**config.mk**
```make
export PLATFORM = sky130hd
export DESIGN_NAME = line_split_unit
export DESIGN_NICKNAME = d
export VERILOG_FILES = /design/src/rtl/lsplit_pkg.sv /design/src/rtl/lsplit_plan.sv /design/src/rtl/lsplit_ctrl.sv /design/src/rtl/lsplit_merge.sv /design/src/rtl/line_split_unit.sv
export SDC_FILE = /design/constraint.sdc
export NUM_CORES = 1
export LEC_CHECK = 0
export ABC_AREA = 1
export BUFFER_PORTS_ARGS = -buffer_cell sky130_fd_sc_hd__buf_2
export CORE_ASPECT_RATIO = 1.5
export CORE_MARGIN = 5
export CORE_UTILIZATION = 60
export CTS_BUF_LIST = sky130_fd_sc_hd__clkbuf_16
export DETAILED_ROUTE_END_ITERATION = 8
export PLACE_DENSITY = 0.88
export SYNTH_ARGS = -nofsm -noshare
export SYNTH_HDL_FRONTEND = slang
export SYNTH_HIERARCHICAL = 1
export SYNTH_SLANG_ARGS = --single-unit
```
**constraint.sdc**
```tcl
create_clock -name clk -period 10.2 [get_ports clk]
set_input_delay 1.53 -clock clk [delete_from_list [all_inputs] [get_ports clk]]
set_output_delay 1.53 -clock clk [all_outputs]
set_load 0.05 [all_outputs]
```
**src/rtl/lsplit_pkg.sv**
```systemverilog
package lsplit_pkg;

  typedef enum logic [2:0] {
    ST_IDLE,
    ST_LO,
    ST_HI,
    ST_WAIT,
    ST_DONE
  } split_state_e;

  // byte count for a power-of-two size code
  function automatic int bytes_of_code(input logic [1:0] code);
    return 1 << code;
  endfunction

endpackage

```
**src/rtl/lsplit_plan.sv**
```systemverilog
module lsplit_plan #(
  parameter int ADDR_W     = 32,
  parameter int DATA_BYTES = 8,
  parameter int LINE_BYTES = 16,
  parameter int NB_W       = 4
) (
  input  logic [ADDR_W-1:0]       addr,
  input  logic [NB_W-1:0]         nbytes,
  input  logic [8*DATA_BYTES-1:0] wdata,
  output logic                    is_split,
  output logic [ADDR_W-1:0]       addr_hi,
  output logic [NB_W-1:0]         n_lo,
  output logic [NB_W-1:0]         n_hi,
  output logic [8*DATA_BYTES-1:0] wdata_lo,
  output logic [8*DATA_BYTES-1:0] wdata_hi
);
  localparam int DW = 8 * DATA_BYTES;
  localparam logic [ADDR_W-1:0] LINE_MASK = ADDR_W'(LINE_BYTES - 1);

  function automatic logic [ADDR_W-1:0] line_floor(input logic [ADDR_W-1:0] a);
    return a & ~LINE_MASK;
  endfunction

  // keep the lowest n byte lanes, clear the rest
  function automatic logic [DW-1:0] keep_bytes(input logic [DW-1:0] d, input int n);
    logic [DW-1:0] r;
    r = '0;
    for (int i = 0; i < DATA_BYTES; i++) begin
      if (i < n) r[8*i +: 8] = d[8*i +: 8];
    end
    return r;
  endfunction

  logic [ADDR_W-1:0] last_byte;
  logic [ADDR_W-1:0] lo_span;

  always_comb begin
    last_byte = addr + ADDR_W'(nbytes) - ADDR_W'(1);
    addr_hi   = line_floor(last_byte);
    is_split  = addr_hi > addr;
    lo_span   = addr_hi - addr;
    n_lo      = is_split ? NB_W'(lo_span) : nbytes;
    n_hi      = is_split ? (nbytes - n_lo) : '0;
    wdata_lo  = keep_bytes(wdata, int'(n_lo));
    wdata_hi  = keep_bytes(wdata >> (8 * int'(n_lo)), int'(n_hi));
  end

endmodule

```
**src/rtl/lsplit_ctrl.sv**
```systemverilog
module lsplit_ctrl
  import lsplit_pkg::*;
(
  input  logic clk,
  input  logic rst_n,
  input  logic req_valid,
  input  logic sub_ready,
  input  logic rsp_ready,
  input  logic is_split,
  input  logic all_back,
  output logic req_ready,
  output logic accept,
  output logic sub_valid,
  output logic sub_sel,
  output logic rsp_valid
);
  split_state_e st_q, st_d;

  always_comb begin
    st_d = st_q;
    unique case (st_q)
      ST_IDLE: if (req_valid) st_d = ST_LO;
      ST_LO:   if (sub_ready) st_d = is_split ? ST_HI : ST_WAIT;
      ST_HI:   if (sub_ready) st_d = ST_WAIT;
      ST_WAIT: if (all_back)  st_d = ST_DONE;
      ST_DONE: if (rsp_ready) st_d = ST_IDLE;
      default: st_d = ST_IDLE;
    endcase
  end

  always_ff @(posedge clk or negedge rst_n) begin
    if (!rst_n) st_q <= ST_IDLE;
    else        st_q <= st_d;
  end

  assign req_ready = (st_q == ST_IDLE);
  assign accept    = req_ready && req_valid;
  assign sub_valid = (st_q == ST_LO) || (st_q == ST_HI);
  assign sub_sel   = (st_q == ST_HI);
  assign rsp_valid = (st_q == ST_DONE);

  // never ready for a new request while a completion is pending
  assert_ready_excl_R8: assert property (@(posedge clk) disable iff (!rst_n)
    !(req_ready && rsp_valid));

  // completion rises only once every response has returned
  assert_done_after_all_R7: assert property (@(posedge clk) disable iff (!rst_n)
    $rose(rsp_valid) |-> $past(all_back));

  // the high piece follows an accepted low piece
  assert_hi_after_lo_R3: assert property (@(posedge clk) disable iff (!rst_n)
    $rose(sub_sel) |-> $past(sub_valid && sub_ready));

  // a high piece exists only for a crossing access
  assert_hi_only_split_R4: assert property (@(posedge clk) disable iff (!rst_n)
    (sub_valid && sub_sel) |-> is_split);

endmodule

```
**src/rtl/lsplit_merge.sv**
```systemverilog
module lsplit_merge #(
  parameter int DATA_BYTES = 8,
  parameter int NB_W       = 4
) (
  input  logic                    clk,
  input  logic                    rst_n,
  input  logic                    clear,
  input  logic                    in_valid,
  input  logic                    capture_en,
  input  logic [8*DATA_BYTES-1:0] in_data,
  input  logic [NB_W-1:0]         n_lo,
  input  logic [NB_W-1:0]         n_hi,
  input  logic [1:0]              need,
  output logic [1:0]              rcnt,
  output logic [8*DATA_BYTES-1:0] buf_q
);
  localparam int DW = 8 * DATA_BYTES;

  logic [NB_W-1:0] cur_off;
  logic [NB_W-1:0] cur_n;
  logic [DW-1:0]   aligned;

  function automatic logic lane_hit(input int lane, input int off, input int n);
    return (lane >= off) && (lane < off + n);
  endfunction

  // responses arrive in issue order: the first fills from lane 0, the second after it
  assign cur_off = (rcnt == 2'd0) ? '0 : n_lo;
  assign cur_n   = (rcnt == 2'd0) ? n_lo : n_hi;
  assign aligned = in_data << (8 * int'(cur_off));

  always_ff @(posedge clk or negedge rst_n) begin
    if (!rst_n)        rcnt <= 2'd0;
    else if (clear)    rcnt <= 2'd0;
    else if (in_valid) rcnt <= rcnt + 2'd1;
  end

  for (genvar b = 0; b < DATA_BYTES; b++) begin : g_lane
    logic       hit;
    logic [7:0] lane_q;
    assign hit = in_valid && capture_en && lane_hit(b, int'(cur_off), int'(cur_n));
    always_ff @(posedge clk or negedge rst_n) begin
      if (!rst_n)     lane_q <= '0;
      else if (clear) lane_q <= '0;
      else if (hit)   lane_q <= aligned[8*b +: 8];
    end
    assign buf_q[8*b +: 8] = lane_q;
  end

  // no more responses than sub-requests of the current access
  assert_no_excess_rsp_R7: assert property (@(posedge clk) disable iff (!rst_n)
    in_valid |-> (rcnt < need));

endmodule

```
**src/rtl/line_split_unit.sv**
```systemverilog
module line_split_unit #(
  parameter int ADDR_W     = 32,
  parameter int DATA_W     = 64,
  parameter int LINE_BYTES = 16,
  parameter int NB_W       = $clog2(DATA_W / 8) + 1
) (
  input  logic              clk,
  input  logic              rst_n,
  input  logic              req_valid,
  output logic              req_ready,
  input  logic              req_write,
  input  logic [ADDR_W-1:0] req_addr,
  input  logic [1:0]        req_size,
  input  logic [DATA_W-1:0] req_wdata,
  output logic              rsp_valid,
  input  logic              rsp_ready,
  output logic              rsp_write,
  output logic [ADDR_W-1:0] rsp_addr,
  output logic [NB_W-1:0]   rsp_nbytes,
  output logic [DATA_W-1:0] rsp_rdata,
  output logic              sub_valid,
  input  logic              sub_ready,
  output logic              sub_write,
  output logic [ADDR_W-1:0] sub_addr,
  output logic [NB_W-1:0]   sub_nbytes,
  output logic [DATA_W-1:0] sub_wdata,
  input  logic              sub_rsp_valid,
  input  logic [DATA_W-1:0] sub_rsp_rdata
);
  localparam int DATA_BYTES = DATA_W / 8;
  localparam int OFF_W      = $clog2(LINE_BYTES);

  // latched request
  logic              lat_write;
  logic [ADDR_W-1:0] lat_addr;
  logic [NB_W-1:0]   lat_nbytes;
  logic [DATA_W-1:0] lat_wdata;

  // named internal events
  logic              accept;
  logic              sub_sel;
  logic              is_split;
  logic              all_back;
  logic [1:0]        need;
  logic [1:0]        rcnt;
  logic [ADDR_W-1:0] addr_hi;
  logic [NB_W-1:0]   n_lo, n_hi;
  logic [DATA_W-1:0] wdata_lo, wdata_hi;
  logic [DATA_W-1:0] merged;

  always_ff @(posedge clk or negedge rst_n) begin
    if (!rst_n) begin
      lat_write  <= 1'b0;
      lat_addr   <= '0;
      lat_nbytes <= '0;
      lat_wdata  <= '0;
    end else if (accept) begin
      lat_write  <= req_write;
      lat_addr   <= req_addr;
      lat_nbytes <= NB_W'(lsplit_pkg::bytes_of_code(req_size));
      lat_wdata  <= req_wdata;
    end
  end

  lsplit_plan #(
    .ADDR_W(ADDR_W), .DATA_BYTES(DATA_BYTES), .LINE_BYTES(LINE_BYTES), .NB_W(NB_W)
  ) u_plan (
    .addr(lat_addr), .nbytes(lat_nbytes), .wdata(lat_wdata),
    .is_split(is_split), .addr_hi(addr_hi), .n_lo(n_lo), .n_hi(n_hi),
    .wdata_lo(wdata_lo), .wdata_hi(wdata_hi)
  );

  lsplit_ctrl u_ctrl (
    .clk(clk), .rst_n(rst_n), .req_valid(req_valid), .sub_ready(sub_ready),
    .rsp_ready(rsp_ready), .is_split(is_split), .all_back(all_back),
    .req_ready(req_ready), .accept(accept), .sub_valid(sub_valid),
    .sub_sel(sub_sel), .rsp_valid(rsp_valid)
  );

  assign need     = is_split ? 2'd2 : 2'd1;
  assign all_back = (rcnt == need);

  lsplit_merge #(.DATA_BYTES(DATA_BYTES), .NB_W(NB_W)) u_merge (
    .clk(clk), .rst_n(rst_n), .clear(accept), .in_valid(sub_rsp_valid),
    .capture_en(!lat_write), .in_data(sub_rsp_rdata), .n_lo(n_lo), .n_hi(n_hi),
    .need(need), .rcnt(rcnt), .buf_q(merged)
  );

  assign sub_write  = lat_write;
  assign sub_addr   = sub_sel ? addr_hi  : lat_addr;
  assign sub_nbytes = sub_sel ? n_hi     : n_lo;
  assign sub_wdata  = sub_sel ? wdata_hi : wdata_lo;

  assign rsp_write  = lat_write;
  assign rsp_addr   = lat_addr;
  assign rsp_nbytes = lat_nbytes;
  assign rsp_rdata  = merged;

  // sub-request held while stalled
  assert_sub_hold_R9: assert property (@(posedge clk) disable iff (!rst_n)
    (sub_valid && !sub_ready) |=> (sub_valid && $stable(sub_addr) &&
      $stable(sub_nbytes) && $stable(sub_wdata) && $stable(sub_write)));

  // completion held while stalled
  assert_rsp_hold_R9: assert property (@(posedge clk) disable iff (!rst_n)
    (rsp_valid && !rsp_ready) |=> (rsp_valid && $stable(rsp_rdata) &&
      $stable(rsp_addr) && $stable(rsp_nbytes)));

  // every piece stays inside one line and is non-empty
  assert_piece_in_line_R11: assert property (@(posedge clk) disable iff (!rst_n)
    sub_valid |-> ((sub_nbytes != '0) &&
      (int'(sub_addr[OFF_W-1:0]) + int'(sub_nbytes) <= LINE_BYTES)));

endmodule

```
==> impl_metrics.py, run 1 <==
metrics = {
    "placed_design": {
        "gp_congestion": 1.05,
        "dp_hpwl_microns": 46500,
        "io_buffers": 373,
    },
    "clocking": {
        "cts_buffer_depth": 2,
        "cts_setup_buffers": 0,
        "cts_buffers": 17,
        "insertion_delay_ns": 0.46,
        "clk_pin_slew_ns": 0.07,
        "cts_num_sinks": 170,
        "cts_tree": "done",
        "cts_resized": 0,
        "root_buffer": "clkbuf_16",
        "hold_buffers": 0,
        "htreeDepth": 4,
    },
    "finish": {
        "drive_above_1_share_pct": 19.0,
        "layout_commonest_cell": "nand2_1",
        "layout_common_cells": "nand2_1 (796), buf_2 (372), inv_1 (371)",
        "final.fill_count": 2344,
        "area_growth_syn_to_layout_pct": 14.2,
        "nets": 3003,
    },
    "timing": {
        "tightest_slew_ns": 1.21,
        "slew_headroom_pct": 19.1,
        "finalHoldWorstSlack_ns": 0.477,
        "rsz0062_at_grt": "false",
        "fmax_mhz": 116,
        "setup_violations": 0,
        "setup_tns_ns": 0,
        "post-route-min-period_ns": 8.65,
        "min_period_over_period_pct": 84.8,
        "finalMaxSlewViolations": 0,
        "clock_skew_ns": 0.0112,
        "hold_violations": 0,
    },
    "route": {
        "drc": 0,
        "finalWirelength_microns": 59500,
        "ant_nets": 0,
        "via_count": 17900,
        "drtIter0Drc": 1496,
        "wl_per_cell_microns": 19.1,
        "routed_via_density": 5.76,
        "dr.pass1.iters": 6,
    },
    "setup_path": {
        "cp.required_ns": 8.67,
        "worst_path_max_delay_cell": "inv_1",
        "path_common_cell": "nand2_1",
        "crit_path_end_kind": "output port",
        "worstPathArrival_ns": 7.12,
        "crit_type": "register to output port",
        "startpoint_type": "register",
        "critPathMaxFanout": 12,
        "slowest_delay_ns": 0.48,
        "reg2reg_slack_ns": 2.71,
    },
    "synthesis": {
        "seq_area_frac_synth_pct": 27.3,
        "syn_area_per_cell_sq_um": 6.30,
        "ys_types": 59,
        "netlist_area_sq_mm": 0.0156,
        "yosys_warnings": 6,
        "ys_ff_latch": 170,
        "netlist_instances": 2474,
    },
    "die": {
        "rows": 72,
        "ios": 374,
        "dieArea_sq_mm": 0.0294,
        "initial_core_util_pct": 60.7,
        "coreArea_sq_mm": 0.0257,
        "die_w_microns": 142,
        "die_y_microns": 207,
    },
    "worst_hold_path": {
        "hold_class": "register to register",
    },
    "grt": {
        "antenna_found_initial": 4,
        "grt_pass1_vias": 17900,
        "grt_pass1_wl_microns": 93000,
        "grt_overflow_total": 0,
        "grt_usage_pct": 39.8,
        "grt_max_degree": 122,
    },
    "run_status": {
        "outcome": "complete, no violations",
    },
    "run": {
        "maxCapViolations": 0,
    },
}
## worst max-delay path, delay by kind of cell, from the launching register on
kind / cells / cell delay [ns]
buf+inv: 7 / 1.14
fa+ha+maj: 5 / 1.31
flops: 1 / 0.41
xor+xnor: 1 / 0.18
simple gates: 17 / 1.66
compound gates: 9 / 1.91
## routing by layer
| layer | vias to the layer above | share of wire (%) | track usage [%] |
|---|---|---|---|
| li1 | 8471 | - | - |
| met1 | 8220 | 34 | 41.7 |
| met2 | 964 | 48 | 67.2 |
| met3 | 278 | 8.1 | 9.17 |
| met4 | 2 | 9.4 | 31.8 |
| met5 | - | 0.022 | 0 |
## sequential cells by signal (all words and copies together) (netlist names)
| signal | cells |
|---|---|
| rsp_nbytes | 4 |
| rsp_write | 1 |
| lat_wdata | 64 |
| u_merge/g_lane.lane_q | 64 |
| rsp_addr | 32 |
| u_ctrl/st_q | 3 |
| u_merge/rcnt | 2 |
## cell usage after synthesis, drive strengths merged
library cell / number / area (sq um)
and2: 1 / 6.26
o221ai: 3 / 26.3
nor4: 9 / 56.3
o31ai: 2 / 15.0
o21bai: 5 / 37.5
nor2: 151 / 619
a31oi: 4 / 31.3
o211ai: 39 / 293
a31o: 1 / 8.76
or2: 11 / 68.8
o22ai: 5 / 31.3
nand2: 835 / 3260
a21o: 5 / 37.5
a22oi: 4 / 30.0
a211oi: 1 / 7.51
a21boi: 6 / 45.0
nor3: 22 / 136
inv: 384 / 1440
xnor2: 10 / 87.6
o311ai: 1 / 8.76
o21ai: 298 / 1590
xor2: 22 / 211
clkbuf: 36 / 148
nor3b: 1 / 7.51
nand3b: 1 / 20.0
a41oi: 1 / 8.76
o21a: 2 / 15.0
nand4: 44 / 288
a21oi: 89 / 457
nand3: 165 / 873
buf: 78 / 626
dfrtp: 170 / 4250
ha: 67 / 838
conb: 1 / 3.75
## per-stage QoR
stage	std cells	cell area [sq um]	utilization (%)	setup slack, ns
4_1_cts	3113	17800	69.3	1.78
3_3_place_gp	3081	17200	67.1	2.55
6_report	3116	17800	69.4	1.55
2_1_floorplan	2477	15600	-	2.61
3_5_place_dp	3081	17200	67.1	2.32
5_1_grt	3116	17800	69.4	0.943
## cell families after synthesis
family	count (synthesis)	share of synthesized area, %
AO/OA/AOI/OAI	466	16.9
flip-flops	170	27.3
XOR/XNOR	32	1.92
adder cells (fa/ha/maj)	67	5.38
AND/OR/NAND/NOR	1240	34.2
buffers and inverters	498	14.2
other	1	0.0241
## area by class of cell
type	instances	area, sq um	share of cell area, %
Antenna cell	3	7.51	0.0422
Clock buffer	17	425	2.39
Multi-Input combinational cell	1809	9140	51.3
Sequential cell	170	4250	23.9
Timing Repair Buffer	385	1960	11.0
Inverter	384	1440	8.11
Clock inverter	15	153	0.857
Tap cell	333	417	2.34
## worst paths after layout
check                              start  cells past startpoint                          end
max                        rsp_nbytes[3]                     39                sub_wdata[37]
min                        lat_wdata[54]                      2                lat_wdata[54]
max reg2reg                rsp_nbytes[3]                     44  u_merge/g_lane[5].lane_q[3]
min reg2reg                lat_wdata[54]                      2                lat_wdata[54]
max in group asynchronous          rst_n                      2                 lat_wdata[4]
min in group asynchronous          rst_n                      1  u_merge/g_lane[5].lane_q[3]
Power of run 1 is not shown: default switching activity piles up to over one toggle a cycle in this logic, so the estimate is an artifact.
==> run 2: changes to the inputs <==
Settings changed: CORE_UTILIZATION 60 to 56, PLACE_DENSITY 0.88 to 0.83.
Clock period 10.2 ns to 8.95 ns, I/O delays scaled along.
==> impl_metrics.py, run 2 (synthesis results as in run 1) <==
metrics = {
    "route": {
        "drtIter0Drc": 1530,
        "routed_via_density": 5.66,
        "dr.pass1.iters": 6,
        "wl_met1_microns": 21200,
        "via_count": 17700,
        "drc": 0,
        "wl_met3_microns": 4340,
        "top_layer": "met5",
        "dr_wl_met2_microns": 29400,
        "finalWirelength_microns": 59300,
        "wl_per_cell_microns": 19.0,
        "ant_nets": 0,
    },
    "timing": {
        "clock_skew_ns": 0.0143,
        "slew_headroom_pct": 23.3,
        "setup_violations": 0,
        "hold_violations": 0,
        "finalMaxSlewViolations": 0,
        "tightest_slew_ns": 1.15,
        "min_period_over_period_pct": 92.9,
        "rsz0062_at_grt": "false",
        "fmax_mhz": 120,
        "post-route-min-period_ns": 8.31,
        "setup_tns_ns": 0,
    },
    "clocking": {
        "cts_setup_buffers": 0,
        "cts_num_sinks": 170,
        "htreeDepth": 4,
        "cts_tree": "done",
        "root_buffer": "clkbuf_16",
        "cts_buffer_depth": 2,
        "insertion_delay_ns": 0.46,
        "cts_buffers": 17,
        "clk_pin_slew_ns": 0.08,
    },
    "die": {
        "initial_core_util_pct": 56.9,
        "die_y_microns": 214,
        "dieArea_sq_mm": 0.0313,
        "coreArea_sq_mm": 0.0274,
        "ios": 374,
        "die_w_microns": 146,
        "rows": 74,
    },
    "grt": {
        "grt_max_degree": 122,
        "grt_overflow_total": 0,
        "grt_pass1_vias": 17400,
        "grt_usage_pct": 36.9,
        "grt_pass1_wl_microns": 92900,
        "antenna_found_initial": 2,
    },
    "setup_path": {
        "critPathMaxFanout": 16,
        "path_common_cell": "nand2_1",
        "worstPathArrival_ns": 6.97,
        "worst_path_max_delay_cell": "nand3_1",
        "crit_type": "register to output port",
        "startpoint_type": "register",
        "crit_path_end_kind": "output port",
        "cp.required_ns": 7.61,
        "slowest_delay_ns": 0.46,
    },
    "run_status": {
        "outcome": "complete, no violations",
    },
    "finish": {
        "multi_input_area_sq_mm": 0.00915,
        "final.fill_count": 2615,
        "drive_above_1_share_pct": 19.2,
        "area_growth_syn_to_layout_pct": 14.8,
        "layout_common_cells": "nand2_1 (796), buf_2 (372), inv_1 (370)",
        "final_util_pct": 65.3,
        "layout_commonest_cell": "nand2_1",
        "nets": 3008,
        "seqCellArea_sq_mm": 0.00425,
    },
    "worst_hold_path": {
        "hold_class": "register to register",
    },
    "run": {
        "maxCapViolations": 0,
    },
    "placed_design": {
        "io_buffers": 373,
        "gp_congestion": 1.01,
        "dp_hpwl_microns": 46900,
    },
}
run 2: critical path, delay by kind of cell, from the launching register on:
family	cells	cell delay (ns)
adders and majority gates	4	0.96
DFF	1	0.41
xor gates and xnor gates	1	0.24
and+or+nand+nor	16	2.08
buffers and inverters	4	0.86
AOI/OAI and AO/OA	11	1.94
run 2: path summary, 6_finish.rpt:
kind / end / cells after the start / startpoint / slack [ns]
setup / recovery: sub_wdata[50] / 36 / rsp_addr[3] / 0.64
hold / removal: lat_wdata[23] / 2 / lat_wdata[23] / 0.48
setup reg to reg: u_merge/g_lane[7].lane_q[0] / 41 / rsp_addr[3] / 1.76
hold reg to reg: lat_wdata[23] / 2 / lat_wdata[23] / 0.48
max in group asynchronous: lat_wdata[27] / 2 / rst_n / 6.38
min in group asynchronous: u_merge/g_lane[7].lane_q[2] / 1 / rst_n / 0.95
run 2: area by class of cell:
| type | count | share of cell area, % |
|---|---|---|
| multi-input combinational | 1809 | 51.1 |
| sequential | 170 | 23.8 |
| timing repair buffer | 390 | 11.2 |
| inverter | 384 | 8.07 |
| tap | 342 | 2.39 |
| clock buffer | 17 | 2.38 |
| clock inverter | 15 | 1.09 |
| antenna | 1 | 0.0140 |
run 2: per-stage QoR:
step	std cells	instance area (sq um)	hold slack (ns)	setup WS [ns]
CTS	3127	17900	0.478	0.613
finish	3128	17900	0.477	0.638
detailed placement	3095	17300	0.459	1.19
global route	3128	17900	0.493	0.0976
floorplan	2477	15600	0.442	1.55
global placement	3095	17300	0.454	1.47
run 2: per-layer routing:
layer	vias to the layer above	global-route usage (%)
met2	858	64.8
met1	8129	40.6
met3	221	7.27
li1	8485	-
met4	2	23.1
met5	-	0
run 2: timing repair:
action,4_1_cts,5_1_grt
gates resized for setup,0,2
setup endpoints to repair,0,5
hold buffers,0,0
Power of run 2 is left out for the same reason.
